===== src/rtl/clkpwr_pkg.sv =====
package clkpwr_pkg;
    typedef enum logic [2:0] {
        PS_RUN,
        PS_PARK,
        PS_SYNOFF,
        PS_OFF,
        PS_SETTLE
    } pwr_state_e;
endpackage


===== src/rtl/clkpwr_sync.sv =====
module clkpwr_sync #(
    parameter int STAGES  = 2,
    parameter bit RST_VAL = 1'b1
) (
    input  logic clk,
    input  logic rst_n,
    input  logic async_i,
    output logic sync_o
);
    logic [STAGES-1:0] chain_d, chain_q;

    always_comb begin
        chain_d = {chain_q[STAGES-2:0], async_i};
    end

    always_ff @(posedge clk or negedge rst_n) begin
        if (!rst_n) chain_q <= {STAGES{RST_VAL}};
        else        chain_q <= chain_d;
    end

    assign sync_o = chain_q[STAGES-1];
endmodule


===== src/rtl/clkpwr_gate.sv =====
module clkpwr_gate #(
    parameter int NGRP = 2
) (
    input  logic            clk,
    input  logic            rst_n,
    input  logic [NGRP-1:0] want_i,
    output logic [NGRP-1:0] on_o,
    output logic [NGRP-1:0] gclk_o
);
    // Enables move on the falling edge only, so each gate opens or closes
    // while its clock is low and no partial pulse can escape.
    for (genvar g = 0; g < NGRP; g++) begin : g_gate
        logic en_d, en_q;

        always_comb begin
            en_d = want_i[g];
        end

        always_ff @(negedge clk or negedge rst_n) begin
            if (!rst_n) en_q <= 1'b0;
            else        en_q <= en_d;
        end

        assign on_o[g]   = en_q;
        assign gclk_o[g] = clk & en_q;
    end
endmodule


===== src/rtl/clkpwr_seq.sv =====
module clkpwr_seq
    import clkpwr_pkg::*;
#(
    parameter int              NGRP         = 2,
    parameter int              SEL_W        = 3,
    parameter logic [NGRP-1:0] STOP_MASK    = 2'b01,
    parameter int              PARK_CYC     = 2,
    parameter int              SETTLE_TICKS = 25
) (
    input  logic             ref_clk,
    input  logic             rst_n,
    input  logic             pd_req_n,
    input  logic             stop_n,
    input  logic [SEL_W-1:0] sel_i,
    input  logic             tick_i,
    output logic             osc_en_o,
    output logic             synth_en_o,
    output logic [NGRP-1:0]  gclk_o,
    output logic [SEL_W-1:0] sel_o,
    output logic             clk_valid_o
);
    localparam int PK_W = (PARK_CYC < 2) ? 1 : $clog2(PARK_CYC + 1);
    localparam int ST_W = (SETTLE_TICKS < 2) ? 1 : $clog2(SETTLE_TICKS + 1);

    typedef struct packed {
        pwr_state_e       st;
        logic [PK_W-1:0]  park_cnt;
        logic [ST_W-1:0]  settle_cnt;
        logic             osc_en;
        logic             synth_en;
        logic             valid;
        logic             stop;
        logic [SEL_W-1:0] sel;
    } seq_t;

    localparam seq_t SEQ_RST = '{
        st:         PS_SETTLE,
        park_cnt:   '0,
        settle_cnt: '0,
        osc_en:     1'b1,
        synth_en:   1'b1,
        valid:      1'b0,
        stop:       1'b1,
        sel:        '0
    };

    logic            pd_s;
    logic [NGRP-1:0] want;
    logic [NGRP-1:0] gate_on;
    seq_t            r_d, r_q;

    clkpwr_sync #(.STAGES(2), .RST_VAL(1'b1)) u_pd_sync (
        .clk     (ref_clk),
        .rst_n   (rst_n),
        .async_i (pd_req_n),
        .sync_o  (pd_s)
    );

    always_comb begin
        r_d = r_q;
        unique case (r_q.st)
            PS_RUN: begin
                r_d.stop = stop_n;
                r_d.sel  = sel_i;
                if (!pd_s) begin
                    r_d.st       = PS_PARK;
                    r_d.park_cnt = '0;
                end
            end
            PS_PARK: begin
                if (r_q.park_cnt == PK_W'(PARK_CYC - 1)) r_d.st = PS_SYNOFF;
                else r_d.park_cnt = r_q.park_cnt + PK_W'(1);
            end
            PS_SYNOFF: r_d.st = PS_OFF;
            PS_OFF: begin
                if (pd_s) begin
                    r_d.st         = PS_SETTLE;
                    r_d.settle_cnt = '0;
                end
            end
            PS_SETTLE: begin
                if (!pd_s) begin
                    r_d.st       = PS_PARK;
                    r_d.park_cnt = '0;
                end else if (tick_i) begin
                    if (r_q.settle_cnt == ST_W'(SETTLE_TICKS - 1)) r_d.st = PS_RUN;
                    else r_d.settle_cnt = r_q.settle_cnt + ST_W'(1);
                end
            end
            default: r_d.st = PS_OFF;
        endcase
        r_d.osc_en   = (r_d.st != PS_OFF);
        r_d.synth_en = !(r_d.st inside {PS_SYNOFF, PS_OFF});
        r_d.valid    = (r_d.st == PS_RUN);
    end

    always_ff @(posedge ref_clk or negedge rst_n) begin
        if (!rst_n) r_q <= SEQ_RST;
        else        r_q <= r_d;
    end

    for (genvar g = 0; g < NGRP; g++) begin : g_want
        if (STOP_MASK[g]) begin : g_stoppable
            assign want[g] = (r_q.st == PS_RUN) && r_q.stop;
        end else begin : g_fixed
            assign want[g] = (r_q.st == PS_RUN);
        end
    end

    clkpwr_gate #(.NGRP(NGRP)) u_gate (
        .clk    (ref_clk),
        .rst_n  (rst_n),
        .want_i (want),
        .on_o   (gate_on),
        .gclk_o (gclk_o)
    );

    assign osc_en_o    = r_q.osc_en;
    assign synth_en_o  = r_q.synth_en;
    assign sel_o       = r_q.sel;
    assign clk_valid_o = r_q.valid;

    // Outputs are parked before the synthesizer loses its enable.
    assert_synth_after_park_R2: assert property (@(posedge ref_clk) disable iff (!rst_n)
        $fell(r_q.synth_en) |-> (gate_on == '0));

    // The oscillator is disabled only once the synthesizer already is.
    assert_osc_after_synth_R2: assert property (@(posedge ref_clk) disable iff (!rst_n)
        $fell(r_q.osc_en) |-> !r_q.synth_en);

    // Valid is raised only when settling ends on a sampled tick.
    assert_valid_from_settle_R4: assert property (@(posedge ref_clk) disable iff (!rst_n)
        $rose(r_q.valid) |-> ($past(r_q.st) == PS_SETTLE && $past(tick_i)));

    // Select capture is frozen outside the running state.
    assert_sel_hold_R6: assert property (@(posedge ref_clk) disable iff (!rst_n)
        ($past(r_q.st) != PS_RUN) |-> $stable(r_q.sel));

    // Stop sampling is frozen outside the running state.
    assert_stop_hold_R6: assert property (@(posedge ref_clk) disable iff (!rst_n)
        ($past(r_q.st) != PS_RUN) |-> $stable(r_q.stop));
endmodule


===== config.mk =====
export PLATFORM = sky130hd
export DESIGN_NAME = clkpwr_seq
export DESIGN_NICKNAME = d
export VERILOG_FILES = /design/src/rtl/clkpwr_pkg.sv /design/src/rtl/clkpwr_sync.sv /design/src/rtl/clkpwr_gate.sv /design/src/rtl/clkpwr_seq.sv
export SDC_FILE = /design/constraint.sdc
export NUM_CORES = 1
export LEC_CHECK = 0
export CAP_MARGIN = 20
export CORE_AREA = 2 2 53 55
export CTS_CLUSTER_DIAMETER = 60
export CTS_CLUSTER_SIZE = 20
export DETAILED_ROUTE_END_ITERATION = 6
export DIE_AREA = 0 0 55 57
export SETUP_SLACK_MARGIN = 0.15
export SYNTH_ARGS = -nofsm -noshare
export SYNTH_HDL_FRONTEND = slang
export SYNTH_SLANG_ARGS = --single-unit

===== constraint.sdc =====
create_clock -name ref_clk -period 2.52 [get_ports ref_clk]
set_input_delay 0.63 -clock ref_clk [delete_from_list [all_inputs] [get_ports ref_clk]]
set_output_delay 0.63 -clock ref_clk [all_outputs]
set_load 0.1 [all_outputs]

After elaboration in Yosys (flattened, before gate mapping)
Cells that the tools add are included.

storage, ports and cells
  register bits = 21
  output and inout port bits = 8
  word-level logic and storage cells = 54

cells by class
  add/sub/neg operators = 2
  equal/unequal tests = 15
  mux-type cells = 15
  bitwise operators = 2
  reductions and logical operators = 9

operators by type and width
  operator             count
  $mux 5               5
  $mux 3               5
  $pmux 3 s4           1
  $ne 2x2->1 const B   5
  $pmux 5 s2           1
  $eq 3x2->1 const B   3
  $logic_not 3->1      2
  $pmux 2 s3           1
  $add 5x1->5 const B  1
  $eq 5x5->1 const B   1
  $reduce_and 5->1     1
  $mux 2               2
  $ne 2x1->1 const B   2
  $reduce_and 4->1     1
  $reduce_bool 2->1    2
  $eq 3x1->1 const B   1
  $eq 3x3->1 const B   1
  $ne 3x2->1 const B   1
  $reduce_bool 3->1    1
  $add 2x1->2 const B  1
  $and 1x1->1          2
  $eq 2x1->1 const B   1
  $logic_and 1x1->1    1
  $logic_not 1->1      1

Depth between registers and ports, before layout
Gate-level depths: netlist of run 1.

  depth after elaboration = 8
  mapped depth = 6

Cells and area by module
A second synthesis of run 1 with hierarchy kept.

unflattened totals
  cell total of the unflattened synthesis = 95
  area total of the unflattened synthesis = 1034.7 um^2

modules (own cells, without submodules)
  module       times used  cells each  area an instance (um^2)  seq. area each (um^2)
  clkpwr_seq   1           87          904.6                    430.4
  clkpwr_gate  1           6           77.6                     50.0
  clkpwr_sync  1           2           52.6                     52.6

==> impl_metrics.py, run 1 <==
metrics = {
    "placed_design": {
        "placed_cell_area_sq_um": 1160,
        "place_inst": 132,
        "place_congestion": 0.790,
        "numPortBuffers": 15,
        "dp_hpwl_um": 1300,
    },
    "global_route": {
        "grt_pass1_vias": 769,
        "grt_first_pass_wirelength_um": 3180,
        "grt_max_degree": 14,
        "antenna_found_initial": 0,
        "overflow": 0,
        "track_usage_pct": 15.3,
    },
    "timing": {
        "setup_viol": 4,
        "final_hold_viol_count": 0,
        "rsz0062_at_grt": "true",
        "tightest_slew_ps": 424,
        "maxSlewViolCount": 0,
        "hold_ws_ps": 363,
        "fin_ws_ps": -507,
        "skew_ps": 10.7,
        "max_slew_margin_pct": 71.6,
    },
    "cells_and_area": {
        "nNetsFinal": 121,
        "fin_cells": 140,
        "fillerInstances": 263,
        "diodes": 0,
        "area_growth_pct": 27.0,
        "design_area_sq_um": 1230,
        "drive_gt1_share_pct": 32.1,
    },
    "worst_setup_path": {
        "crit_fanout": 1,
        "reg2regPathDepth": 2,
        "cp.arrival_ps": 2400,
        "startpoint_type": "flip-flop",
        "crit_type": "flip-flop to primary output",
        "cp.required_ps": 1890,
        "cp-endpoint": "gclk_o[0]",
        "worstSetupStartpoint": "u_gate.g_gate[0].en_q",
        "reg2reg_from": "r_q[16]",
        "critPathCaptureType": "primary output",
        "r2r_end": "u_gate.g_gate[0].en_q",
        "r2r_slack_ps": 370,
    },
    "job": {
        "maxCapViolations": 0,
    },
    "synth": {
        "netlist.area_leader.share_pct": 33.5,
        "synthTopCellsByArea": "dfrtp_1, dfstp_2, mux2_2",
        "ys_types": 33,
        "syn_area_sq_um": 972,
        "synth_edf_count": 0,
        "synth_area_leader_cell": "dfrtp_1",
        "synth_fp_nets": 98,
        "ys_async_sr_fraction_pct": 100,
        "avgSynthCellArea_sq_um": 11.2,
        "ys_ff_latch": 21,
        "synthCells": 87,
        "yosysWarningCount": 0,
        "yosysSeqAreaShare_pct": 54.8,
        "synthFlopType": "dfrtp_1",
    },
    "drt": {
        "postRouteAntennaNets": 0,
        "drt_pre_antenna_iters": 4,
        "drc_errors": 0,
        "num_vias": 735,
        "vias_per_cell": 5.25,
        "wire_per_inst_um": 13.5,
        "drtIter0Drc": 6,
        "routed_wl_um": 1890,
    },
    "die": {
        "die_h_um": 57,
        "dieWidth_um": 55,
        "ios": 16,
        "rows": 19,
        "start_util_pct": 37.2,
        "die_area_sq_um": 3140,
        "core_sq_um": 2620,
    },
    "power_and_ir_drop": {
        "power.leakage_nw": 0.538,
        "p_per_area_nw_per_um2": 1370,
        "ir_drop_mv": 1.10,
    },
    "cts": {
        "cts_tree": "built",
        "hold_buffers": 0,
        "cts.clk_slew.worst_paths_ps": 120,
        "clk_latency_ps": 410,
    },
    "status": {
        "status": "finished, violations left",
        "violations": "negative setup slack",
    },
    "min_path": {
        "hp-class": "flip-flop to flip-flop",
    },
}
## synthesized netlist by cell type (4+ instances only)
cell type / number
dfrtp_1: 13
o21ai_0: 5
nand2_1: 6
inv_1: 4
clkbuf_1: 4
dfstp_2: 6
mux2_2: 5
## per-layer routing
layer  GRT usage, %  vias up  routed length [um]
met4           16.4        0                  48
met5              0        -                   0
li1               -      349                   -
met2           21.6       29                 966
met1           16.3      350                 750
met3           5.24        7                 124
## worst max-delay path, cell delays in order (launching register included)
cell and delay, ps:
dfrtn_1 410, and2_4 150, buf_12 170
## report_power, final
group | internal [mW] | switching (mW)
clock network | 0.170 | 0.192
registers | 0.465 | 0.0589
logic | 0.250 | 0.554
total | 0.886 | 0.805
## final cells by class
type	count	area (sq um)	area share [%]
Clock buffer	10	96.3	7.80
Inverter	4	15.0	1.22
Multi-Input combinational cell	55	392	31.7
Sequential cell	21	533	43.2
Tap cell	31	38.8	3.14
Timing Repair Buffer	19	160	13.0
## registers in the layout (all words and copies together), names as in the netlist
register / flops
clk_valid_o: 1
osc_en_o: 1
r_q: 11
sel_o: 3
synth_en_o: 1
u_gate.g_gate.en_q: 2
u_pd_sync.chain_q: 2
## how the worst min path moves through the flow
stage                            to            startpoint  slack [ps]  depth (start not counted)
2_1_floorplan           clk_valid_o                 rst_n         330                          0
3_3_place_gp   u_pd_sync.chain_q[1]  u_pd_sync.chain_q[0]         350                          0
3_5_place_dp   u_pd_sync.chain_q[1]  u_pd_sync.chain_q[0]         350                          0
4_1_cts        u_pd_sync.chain_q[1]  u_pd_sync.chain_q[0]         360                          0
5_1_grt        u_pd_sync.chain_q[1]  u_pd_sync.chain_q[0]         370                          0
6_report       u_pd_sync.chain_q[1]  u_pd_sync.chain_q[0]         360                          0
## cell usage in the layout, fill, tap and decap left out, types with 2 or more instances in the layout
| master | n |
|---|---|
| a21boi_0 | 2 |
| a21oi_1 | 3 |
| and2_4 | 2 |
| buf_12 | 2 |
| buf_4 | 12 |
| clkbuf_4 | 7 |
| clkdlybuf4s50_1 | 7 |
| dfrtn_1 | 2 |
| dfrtp_1 | 13 |
| dfstp_2 | 6 |
| ha_1 | 3 |
| inv_1 | 4 |
| mux2_2 | 5 |
| nand2_1 | 6 |
| nand2b_1 | 2 |
| nand4_1 | 2 |
| nor2_1 | 3 |
| o21a_1 | 3 |
| o21ai_0 | 5 |
| or3_1 | 3 |
## logic make-up after synthesis
logic type               after synthesis  share of synthesized area (%)
AO/OA/AOI/OAI                         20                           13.8
AND/OR/NAND/NOR                       26                           15.3
multiplexers                           6                           6.82
adder cells (fa/ha/maj)                3                           3.86
buffers and inverters                 11                           5.40
flip-flops                            21                           54.8
## repair_timing
item / 4_1_cts / 5_1_grt
setup endpoints to repair: 4 / 4
resized for setup: 18 / 0
buffers inserted: 0 / 0
## per-stage QoR
step	util, %	setup TNS (ps)	power [mW]	setup WS, ps
final	47.2	-1000	1.69	-507
after global routing	47.2	-1110	1.80	-570
after CTS	47.2	-1040	1.72	-524
after detailed placement	44.3	-1950	1.42	-975
after global placement	44.3	-1920	1.40	-961
after floorplan	-	-99.3	1.25	-49.7
(Power assumes the default switching activity.)
==> run 2, diff against run 1 <==
SLEW_MARGIN = 20   (was default)
==> results of run 2 <==
Same layout as run 1: the final DEF is identical, and so are final timing and power.
==> run 3, diff against run 2 <==
SKIP_LAST_GASP = 1   (was default)
==> results of run 3 <==
Same layout as run 1: the final DEF is identical, and so are final timing and power.
